$ cat src/rtl/dma_arb_pkg.sv
package dma_arb_pkg;

  parameter int unsigned ARB_CH_DEFAULT = 12;

  // Index that follows idx in a ring of n positions.
  function automatic int unsigned ring_next(input int unsigned idx, input int unsigned n);
    return (idx + 1 >= n) ? 0 : idx + 1;
  endfunction

  // Index reached by stepping k places forward from idx in a ring of n.
  function automatic int unsigned ring_step(input int unsigned idx, input int unsigned k,
                                            input int unsigned n);
    int unsigned s;
    s = idx + k;
    if (s >= n) s = s - n;
    return s;
  endfunction

endpackage

$ cat src/rtl/dma_arb_class_reg.sv
module dma_arb_class_reg #(
  parameter int unsigned NCH = dma_arb_pkg::ARB_CH_DEFAULT
) (
  input  logic           clk,
  input  logic           rst_n,
  input  logic           set_we,
  input  logic [NCH-1:0] set_bits,
  input  logic           clr_we,
  input  logic [NCH-1:0] clr_bits,
  output logic [NCH-1:0] cls
);
  logic [NCH-1:0] set_mask;
  logic [NCH-1:0] clr_mask;
  logic [NCH-1:0] cls_next;

  assign set_mask = set_we ? set_bits : '0;
  assign clr_mask = clr_we ? clr_bits : '0;
  // set has precedence over clear on the same bit
  assign cls_next = (cls & ~clr_mask) | set_mask;

  always_ff @(posedge clk or negedge rst_n) begin
    if (!rst_n) cls <= '0;
    else        cls <= cls_next;
  end
endmodule

$ cat src/rtl/dma_arb_fixed_pick.sv
module dma_arb_fixed_pick #(
  parameter int unsigned NCH = dma_arb_pkg::ARB_CH_DEFAULT,
  parameter int unsigned IW  = (NCH > 1) ? $clog2(NCH) : 1
) (
  input  logic [NCH-1:0] cand,
  output logic           hit,
  output logic [IW-1:0]  idx
);
  function automatic logic [IW-1:0] lowest_set(input logic [NCH-1:0] v);
    logic [IW-1:0] r;
    r = '0;
    for (int i = NCH - 1; i >= 0; i--) begin
      if (v[i]) r = IW'(i);
    end
    return r;
  endfunction

  assign hit = |cand;
  assign idx = lowest_set(cand);
endmodule

$ cat src/rtl/dma_arb_rr_pick.sv
module dma_arb_rr_pick #(
  parameter int unsigned NCH = dma_arb_pkg::ARB_CH_DEFAULT,
  parameter int unsigned IW  = (NCH > 1) ? $clog2(NCH) : 1
) (
  input  logic [NCH-1:0] cand,
  input  logic [IW-1:0]  last,
  output logic           hit,
  output logic [IW-1:0]  idx
);
  // First candidate strictly after 'last', going round the ring.
  function automatic logic [IW-1:0] search_after(input logic [NCH-1:0] v,
                                                 input logic [IW-1:0] l);
    logic [IW-1:0] r;
    logic          found;
    int unsigned   pos;
    r     = '0;
    found = 1'b0;
    for (int k = 1; k <= NCH; k++) begin
      pos = dma_arb_pkg::ring_step(int'(l), k, NCH);
      if (!found && v[pos]) begin
        r     = IW'(pos);
        found = 1'b1;
      end
    end
    return r;
  endfunction

  assign hit = |cand;
  assign idx = search_after(cand, last);
endmodule

$ cat src/rtl/dma_chan_arbiter.sv
module dma_chan_arbiter #(
  parameter int unsigned NCH = dma_arb_pkg::ARB_CH_DEFAULT
) (
  input  logic           clk,
  input  logic           rst_n,
  input  logic           cls_set_we,
  input  logic [NCH-1:0] cls_set_data,
  input  logic           cls_clr_we,
  input  logic [NCH-1:0] cls_clr_data,
  output logic [NCH-1:0] cls_rdata,
  input  logic [NCH-1:0] chan_en,
  input  logic [NCH-1:0] chan_req,
  input  logic           accept,
  output logic [NCH-1:0] gnt,
  output logic           gnt_valid
);
  localparam int unsigned IW = (NCH > 1) ? $clog2(NCH) : 1;
  localparam logic [IW-1:0] PTR_RESET = IW'(NCH - 1);

  logic [NCH-1:0] cls_q;
  logic [NCH-1:0] eligible;
  logic [NCH-1:0] fix_cand;
  logic [NCH-1:0] rr_cand;
  logic           fix_hit, rr_hit;
  logic [IW-1:0]  fix_idx, rr_idx;

  logic           valid_q;
  logic [IW-1:0]  gidx_q;
  logic           gfix_q;
  logic [IW-1:0]  rr_last_q;

  // named internal events, observed by the checker
  logic           launch;
  logic           retire;
  logic           rr_advance;
  logic [IW-1:0]  pick_idx;

  dma_arb_class_reg #(.NCH(NCH)) u_cls (
    .clk      (clk),
    .rst_n    (rst_n),
    .set_we   (cls_set_we),
    .set_bits (cls_set_data),
    .clr_we   (cls_clr_we),
    .clr_bits (cls_clr_data),
    .cls      (cls_q)
  );

  assign eligible = chan_en & chan_req;
  assign fix_cand = eligible & cls_q;
  assign rr_cand  = eligible & ~cls_q;

  dma_arb_fixed_pick #(.NCH(NCH), .IW(IW)) u_fix (
    .cand (fix_cand),
    .hit  (fix_hit),
    .idx  (fix_idx)
  );

  dma_arb_rr_pick #(.NCH(NCH), .IW(IW)) u_rr (
    .cand (rr_cand),
    .last (rr_last_q),
    .hit  (rr_hit),
    .idx  (rr_idx)
  );

  assign pick_idx   = fix_hit ? fix_idx : rr_idx;
  assign launch     = !valid_q && (fix_hit || rr_hit);
  assign retire     = valid_q && accept;
  assign rr_advance = retire && !gfix_q;

  always_ff @(posedge clk or negedge rst_n) begin
    if (!rst_n) begin
      valid_q   <= 1'b0;
      gidx_q    <= '0;
      gfix_q    <= 1'b0;
      rr_last_q <= PTR_RESET;
    end else begin
      if (retire) begin
        valid_q <= 1'b0;
      end else if (launch) begin
        valid_q <= 1'b1;
        gidx_q  <= pick_idx;
        gfix_q  <= fix_hit;
      end
      if (rr_advance) rr_last_q <= gidx_q;
    end
  end

  generate
    for (genvar i = 0; i < NCH; i++) begin : g_onehot
      assign gnt[i] = valid_q && (gidx_q == IW'(i));
    end
  endgenerate

  assign gnt_valid = valid_q;
  assign cls_rdata = cls_q;
endmodule

$ cat config.mk
export PLATFORM = sky130hd
export DESIGN_NAME = dma_chan_arbiter
export DESIGN_NICKNAME = d
export VERILOG_FILES = /design/src/rtl/dma_arb_pkg.sv /design/src/rtl/dma_arb_class_reg.sv /design/src/rtl/dma_arb_fixed_pick.sv /design/src/rtl/dma_arb_rr_pick.sv /design/src/rtl/dma_chan_arbiter.sv
export SDC_FILE = /design/constraint.sdc
export NUM_CORES = 1
export LEC_CHECK = 0
export ABC_AREA = 1
export BUFFER_PORTS_ARGS = -buffer_cell sky130_fd_sc_hd__buf_4
export CAP_MARGIN = 20
export CELL_PAD_IN_SITES_DETAIL_PLACEMENT = 1
export CELL_PAD_IN_SITES_GLOBAL_PLACEMENT = 1
export CORE_UTILIZATION = 36
export DETAILED_ROUTE_END_ITERATION = 12
export PLACE_DENSITY = 0.84
export SKIP_CTS_REPAIR_TIMING = 1
export SLEW_MARGIN = 20
export SYNTH_ARGS = -nofsm -noshare
export SYNTH_HDL_FRONTEND = slang
export SYNTH_SLANG_ARGS = --single-unit
$ cat constraint.sdc
create_clock -name clk -period 3.9 [get_ports clk]
set_input_delay 0.585 -clock clk [delete_from_list [all_inputs] [get_ports clk]]
set_output_delay 0.585 -clock clk [all_outputs]
set_load 0.05 [all_outputs]
=== After elaboration in Yosys (flattened, before gate mapping) ===
Cells that the tools add are included.

* Register bits after elaboration: 22
* Input port bits: 53
* Output and inout port bits: 25
* Logic and storage cells: 193

* Add/subtract/negate cells: 24
* $lt $le $gt $ge: 24
* Equality and inequality tests: 11
* Muxes and demuxes: 76
* Bitwise operators: 8
* Reduce and logical (&&, ||, !) cells: 45

{| class="wikitable"
|+ Operators with widths
! operator !! count
|-
| $ge A32 B4 Y1 const B || 12
|-
| $lt A32 B5 Y1 const B || 12
|-
| $mux W32 || 12
|-
| $sub A32 B4 Y32 const B || 12
|-
| $mux W4 || 25
|-
| $and A12 B12 Y12 || 4
|-
| $bmux W1 S4 || 12
|-
| $logic_and A1 B1 Y1 || 26
|-
| $add A4 B4 Y5 const B || 5
|-
| $mux W1 || 25
|-
| $mux W12 || 2
|-
| $not A12 Y12 || 2
|-
| $reduce_or A12 Y1 || 2
|-
| $add A4 B3 Y5 const B || 4
|-
| $eq A4 B3 Y1 const B || 4
|-
| $eq A4 B4 Y1 const B || 4
|-
| $logic_not A1 Y1 || 13
|-
| $or A12 B12 Y12 || 1
|-
| $add A4 B2 Y5 const B || 2
|-
| $eq A4 B2 Y1 const B || 2
|-
| $add A4 B1 Y5 const B || 1
|-
| $eq A4 B1 Y1 const B || 1
|-
| $logic_not A4 Y1 || 1
|-
| $reduce_and A2 Y1 || 1
|-
| 3 further kinds || 3
|}

=== Longest topological paths before layout ===
* Depth after elaboration: 40
* Mapped depth: 26
* Gate-level depth less buffers: 26

=== By module ===
Synthesis repeated with hierarchy kept, for this count alone.

* Cell total of the unflattened synthesis: 650
* Area, all modules: 3692.3 um^2

{| class="wikitable"
|+ Modules (own cells, without submodules)
! module !! instances !! cells each !! area each (um^2)
|-
| dma_arb_rr_pick || 1 || 424 || 2257.2
|-
| dma_chan_arbiter || 1 || 129 || 768.2
|-
| dma_arb_class_reg || 1 || 62 || 499.2
|-
| dma_arb_fixed_pick || 1 || 35 || 167.7
|}

=== Worst setup path after synthesis ===
No wires, ideal clock.

* Path kind: register to register
* From: register rr_last_q[2]
* To: register gidx_q[2]
* Arrival time: 2.880 ns
* Data required time: 3.778 ns
* Slack: 0.898 ns
* Stages on the path, launching flop included: 24
* Path buffers: 1
* Period minus slack after synthesis: 3.002 ns
* Cell sequence: dfrtp_1 > buf_4 > inv_4 > ha_1 > nand2_1 > nand2_1 > xor2_2 > ha_1 > inv_1 > nand3_1 > xnor2_2 > inv_2 > nor2_1 > nor2_2 > a21oi_4 > inv_2 > nor2_8 > nand4_4 > nor2_8 > nand3_4 > o21ai_1 > inv_1 > nand2_1 > a21oi_2

* Word-level cells in the longest chain between the ends: 40
* Elaborated cells between the ends (all ways): 118

{| class="wikitable"
|+ Ends and longest elaborated chain
! element !! RTL line !! source
|-
| start: declaration || dma_chan_arbiter.sv:30 || <nowiki>logic [IW-1:0] rr_last_q;</nowiki>
|-
| start signal: assignment || dma_chan_arbiter.sv:84 || <nowiki>if (rr_advance) rr_last_q <= gidx_q;</nowiki>
|-
| $add A4 B1 Y5 || dma_arb_pkg.sv:14 || <nowiki>s = idx + k;</nowiki>
|-
| $sub A32 B4 Y32 / $ge A32 B4 Y1 (equally long branches) || dma_arb_pkg.sv:15 || <nowiki>if (s >= n) s = s - n;</nowiki>
|-
| $mux W32 || dma_arb_pkg.sv:15 ||
|-
| $bmux W1 S4 || dma_arb_rr_pick.sv:20 || <nowiki>if (!found && v[pos]) begin</nowiki>
|-
| $mux W1 (not written as such) || dma_arb_rr_pick.sv:20 ||
|-
| $mux W1 || dma_arb_rr_pick.sv:20 ||
|-
| $logic_not A1 Y1 || dma_arb_rr_pick.sv:20 ||
|-
| $logic_and A1 B1 Y1 || dma_arb_rr_pick.sv:20 ||
|-
| (+24 left out) || -- ||
|-
| $mux W1 || dma_arb_rr_pick.sv:20 ||
|-
| $logic_not A1 Y1 || dma_arb_rr_pick.sv:20 ||
|-
| $logic_and A1 B1 Y1 || dma_arb_rr_pick.sv:20 ||
|-
| $mux W1 || dma_arb_rr_pick.sv:20 ||
|-
| $logic_not A1 Y1 || dma_arb_rr_pick.sv:20 ||
|-
| $logic_and A1 B1 Y1 || dma_arb_rr_pick.sv:20 ||
|-
| $mux W4 * || dma_arb_rr_pick.sv:20 ||
|-
| $mux W4 * || dma_chan_arbiter.sv:65 || <nowiki>assign pick_idx = fix_hit ? fix_idx : rr_idx;</nowiki>
|-
| end signal: assignment || dma_chan_arbiter.sv:81 || <nowiki>gidx_q <= pick_idx;</nowiki>
|-
| end: declaration || dma_chan_arbiter.sv:28 || <nowiki>logic [IW-1:0] gidx_q;</nowiki>
|}

Every way passes the cells marked *; elsewhere a longest branch is shown, timed or not. The select of a mux whose other input is x is not followed.
A chain may end at the register's enable or synchronous reset.

=== Worst setup path in the final report ===
* From: register rr_last_q[1]
* To: register gidx_q[2]

Same word-level chain as after synthesis.

==> metrics.md <==
| Metric | Value |
|---|---|
| Reg2Reg Depth | `19` |
| N_diodes | `0` |
| Reg2reg setup slack | `0.37 ns` |
| Fill cells | `1376` |
| Tot GR Track Use | `27.2%` |
| Min-Delay Path Class | `input port to async pin` |
| Nets | `749` |
| Fin. Hold Viols | `0` |
| Num CTS Buffers | `3` |
| CP required | `4.07 ns` |
| Cell area after synthesis | `0.00362 mm2` |
| Root Buffer | `clkbuf_8` |
| Fin cells | `805` |
| Ys async rst share | `100%` |
| Port-buffer cells | `77` |
| Main synth FF type | `dfrtp_1` |
| CTS tree | `done` |
| #FFs+latches synth | `22` |
| Syn_area_per_cell | `6.11 um2` |
| Sequential share of the synthesized area | `15.3%` |
| Gpl congestion | `0.900` |
| Syn Inst Count | `593` |
| Post-synth cell types | `53` |
| Std-Cell Rows | `36` |
| Skew final | `0.0108 ns` |
| Final Max Slew Viols | `0` |
| Horiz. Die Dim | `102 um` |
| Slew @ Worst Pin | `0.536 ns` |
| Synth warn | `0` |
| Most common cell after layout, fill and taps aside | `nand2_1` |
| Via count | `4221` |
| Final setup vio count | `0` |
| Core Box Area | `0.00977 mm2` |
| Clock Latency Late Sink | `0.28 ns` |
| Slew margin rel. | `64.0%` |
| Setup tns final | `0 ns` |
| Post-synth EDFFs | `0` |
| First-pass GRT wire length | `22200 um` |
| Startpoint Class | `flop` |
| Post-layout minimum cycle time | `3.53 ns` |
| Die Ht | `102 um` |
| Clock buffer depth | `2` |
| Worst EP arrival | `3.70 ns` |
| Htree depth | `1` |
| Final wirelength | `13300 um` |
| Kind of critical path | `flop to flop` |
| Via/cell ratio | `5.24` |
| Grt total ovfl | `0` |
| Vias in the first global route | `4531` |
| Io pins | `78` |
| DRC Markers | `0` |
| Initial DRC count | `142` |
| Clock sink count | `22` |
| ANT nets after route | `0` |
| Initial antenna violation count | `0` |
| Placed insts | `801` |
| Largest net degree at the start of global routing | `23` |
| Syn-to-layout area delta | `22.5%` |
| Clk slew on worst S/H paths | `0.10 ns` |
| Fmax | `283 MHz` |
| # Max-Cap Violations | `0` |
| Crit Reg-Reg Startpoint | `rr_last_q[1]$_DFFE_PN1P_` |
| CP endpoint kind | `flop` |
| Initial Util | `37.1%` |
| DPL Wire Length | `11500 um` |
| Reg-to-reg critical path endpoint | `gidx_q[2]$_DFFE_PN0P_` |
| Die area | `0.0105 mm2` |
| Post-route clock period utilization | `90.6%` |
| Post-Syn Nets | `669` |
| RSZ-0062 raised after global routing | `no` |
| DR WL/cell | `16.5 um` |
| Status | `finished, final reports clean` |
| Worst Path Max Fanout | `13` |
| Share of cells above drive strength 1 | `21.1%` |
| Router iterations before antenna repair | `4` |
| Commonest cells after routing, fill and taps aside | `nand2_1 (182), buf_4 (84), nand3_1 (79)` |
==> cell usage after synthesis, types with 3 or more instances <==
library cell    n  share of area, %
nand2_1       182                19
nand3_1        79                11
inv_1          70               7.3
nor2_1         63               6.5
ha_1           23               7.9
nand4_1        21               3.6
o21ai_0        20               2.8
dfrtp_1        19                13
a22o_1         12               2.9
inv_2          11               1.1
nand2_2         6               1.0
nor3_1          6              0.83
xor2_1          6               1.5
a21oi_1         5              0.69
and2_1          4              0.69
nand2_4         4               1.2
o21ai_2         4              0.97
a211o_1         3              0.73
a21oi_4         3               1.3
buf_6           3              0.93
clkbuf_1        3              0.31
dfstp_2         3               2.2
nor4_1          3              0.52
==> layer usage <==
layer | global-route usage (%) | vias to the layer above | part of all wire [%]
li1 | - | 2102 | -
met1 | 32.6 | 1996 | 44
met2 | 50.9 | 101 | 51
met3 | 3.15 | 22 | 3.4
met4 | 7.69 | 0 | 2.2
met5 | 0 | - | 0
==> final cells by class <==
cell class	count	area (um2)	share of cell area (%)
clock inverter	1	30.0	0.677
timing repair buffer	84	631	14.2
sequential	22	554	12.5
clock buffer	3	41.3	0.931
tap	133	166	3.75
multi-input combinational	479	2700	60.8
inverter	83	314	7.08
==> sequential cells by signal, indices dropped and copies added, names as in the netlist <==
register,cells
u_cls.cls,12
gidx_q,4
rr_last_q,4
gfix_q,1
gnt_valid,1
==> logic make-up (layout without fill, tap and decap cells) <==
family / count (synthesis) / count (layout) / share of synthesized area, %
AO/OA/AOI/OAI: 60 / 60 / 12.6
XOR/XNOR: 12 / 12 / 4.04
adder cells (fa/ha/maj): 23 / 23 / 7.94
buffers and inverters: 92 / 171 / 10.4
flip-flops: 22 / 22 / 15.3
multiplexers: 1 / 1 / 0.380
AND/OR/NAND/NOR: 383 / 383 / 49.3
==> stage by stage <==
| stage | hold WS, ns | utilization (%) | area (um2) | worst slack, ns |
|---|---|---|---|---|
| 2_1_floorplan | 0.289 | - | 3620 | 0.898 |
| 3_3_place_gp | 0.495 | 44.6 | 4360 | 0.438 |
| 3_5_place_dp | 0.500 | 44.6 | 4360 | 0.402 |
| 4_1_cts | 0.195 | 45.3 | 4430 | 0.363 |
| 5_1_grt | 0.198 | 45.4 | 4440 | 0.0661 |
| 6_report | 0.186 | 45.4 | 4440 | 0.367 |
==> worst max path at each step <==
stage	slack [ns]	endpoint	from
global placement	0.44	gidx_q[2]$_DFFE_PN0P_	rr_last_q[0]$_DFFE_PN1P_
floorplan	0.90	gidx_q[2]$_DFFE_PN0P_	rr_last_q[2]$_DFFE_PN0P_
global route	0.07	gidx_q[3]$_DFFE_PN0P_	rr_last_q[1]$_DFFE_PN1P_
detailed placement	0.40	gidx_q[2]$_DFFE_PN0P_	rr_last_q[0]$_DFFE_PN1P_
CTS	0.36	gidx_q[2]$_DFFE_PN0P_	rr_last_q[0]$_DFFE_PN1P_
finish	0.37	gidx_q[2]$_DFFE_PN0P_	rr_last_q[1]$_DFFE_PN1P_
==> critical path: stages (launching register included) <==
cell and delay [ns]:
dfstp_2 0.65, inv_2 0.17, ha_1 0.24, nand2_1 0.10, nand2_1 0.10, nand2_1 0.07, nand2_1 0.07, ha_1 0.18
a211o_1 0.26, o21ai_0 0.43, inv_1 0.13, o211ai_1 0.12, o21ai_0 0.13, buf_4 0.18, nor2_1 0.17, nand3_4 0.12
o21ai_1 0.15, inv_1 0.05, nand2_1 0.07, a21oi_2 0.05
Power is not shown: default switching activity piles up to over one toggle a cycle in this logic, so the estimate is an artifact.
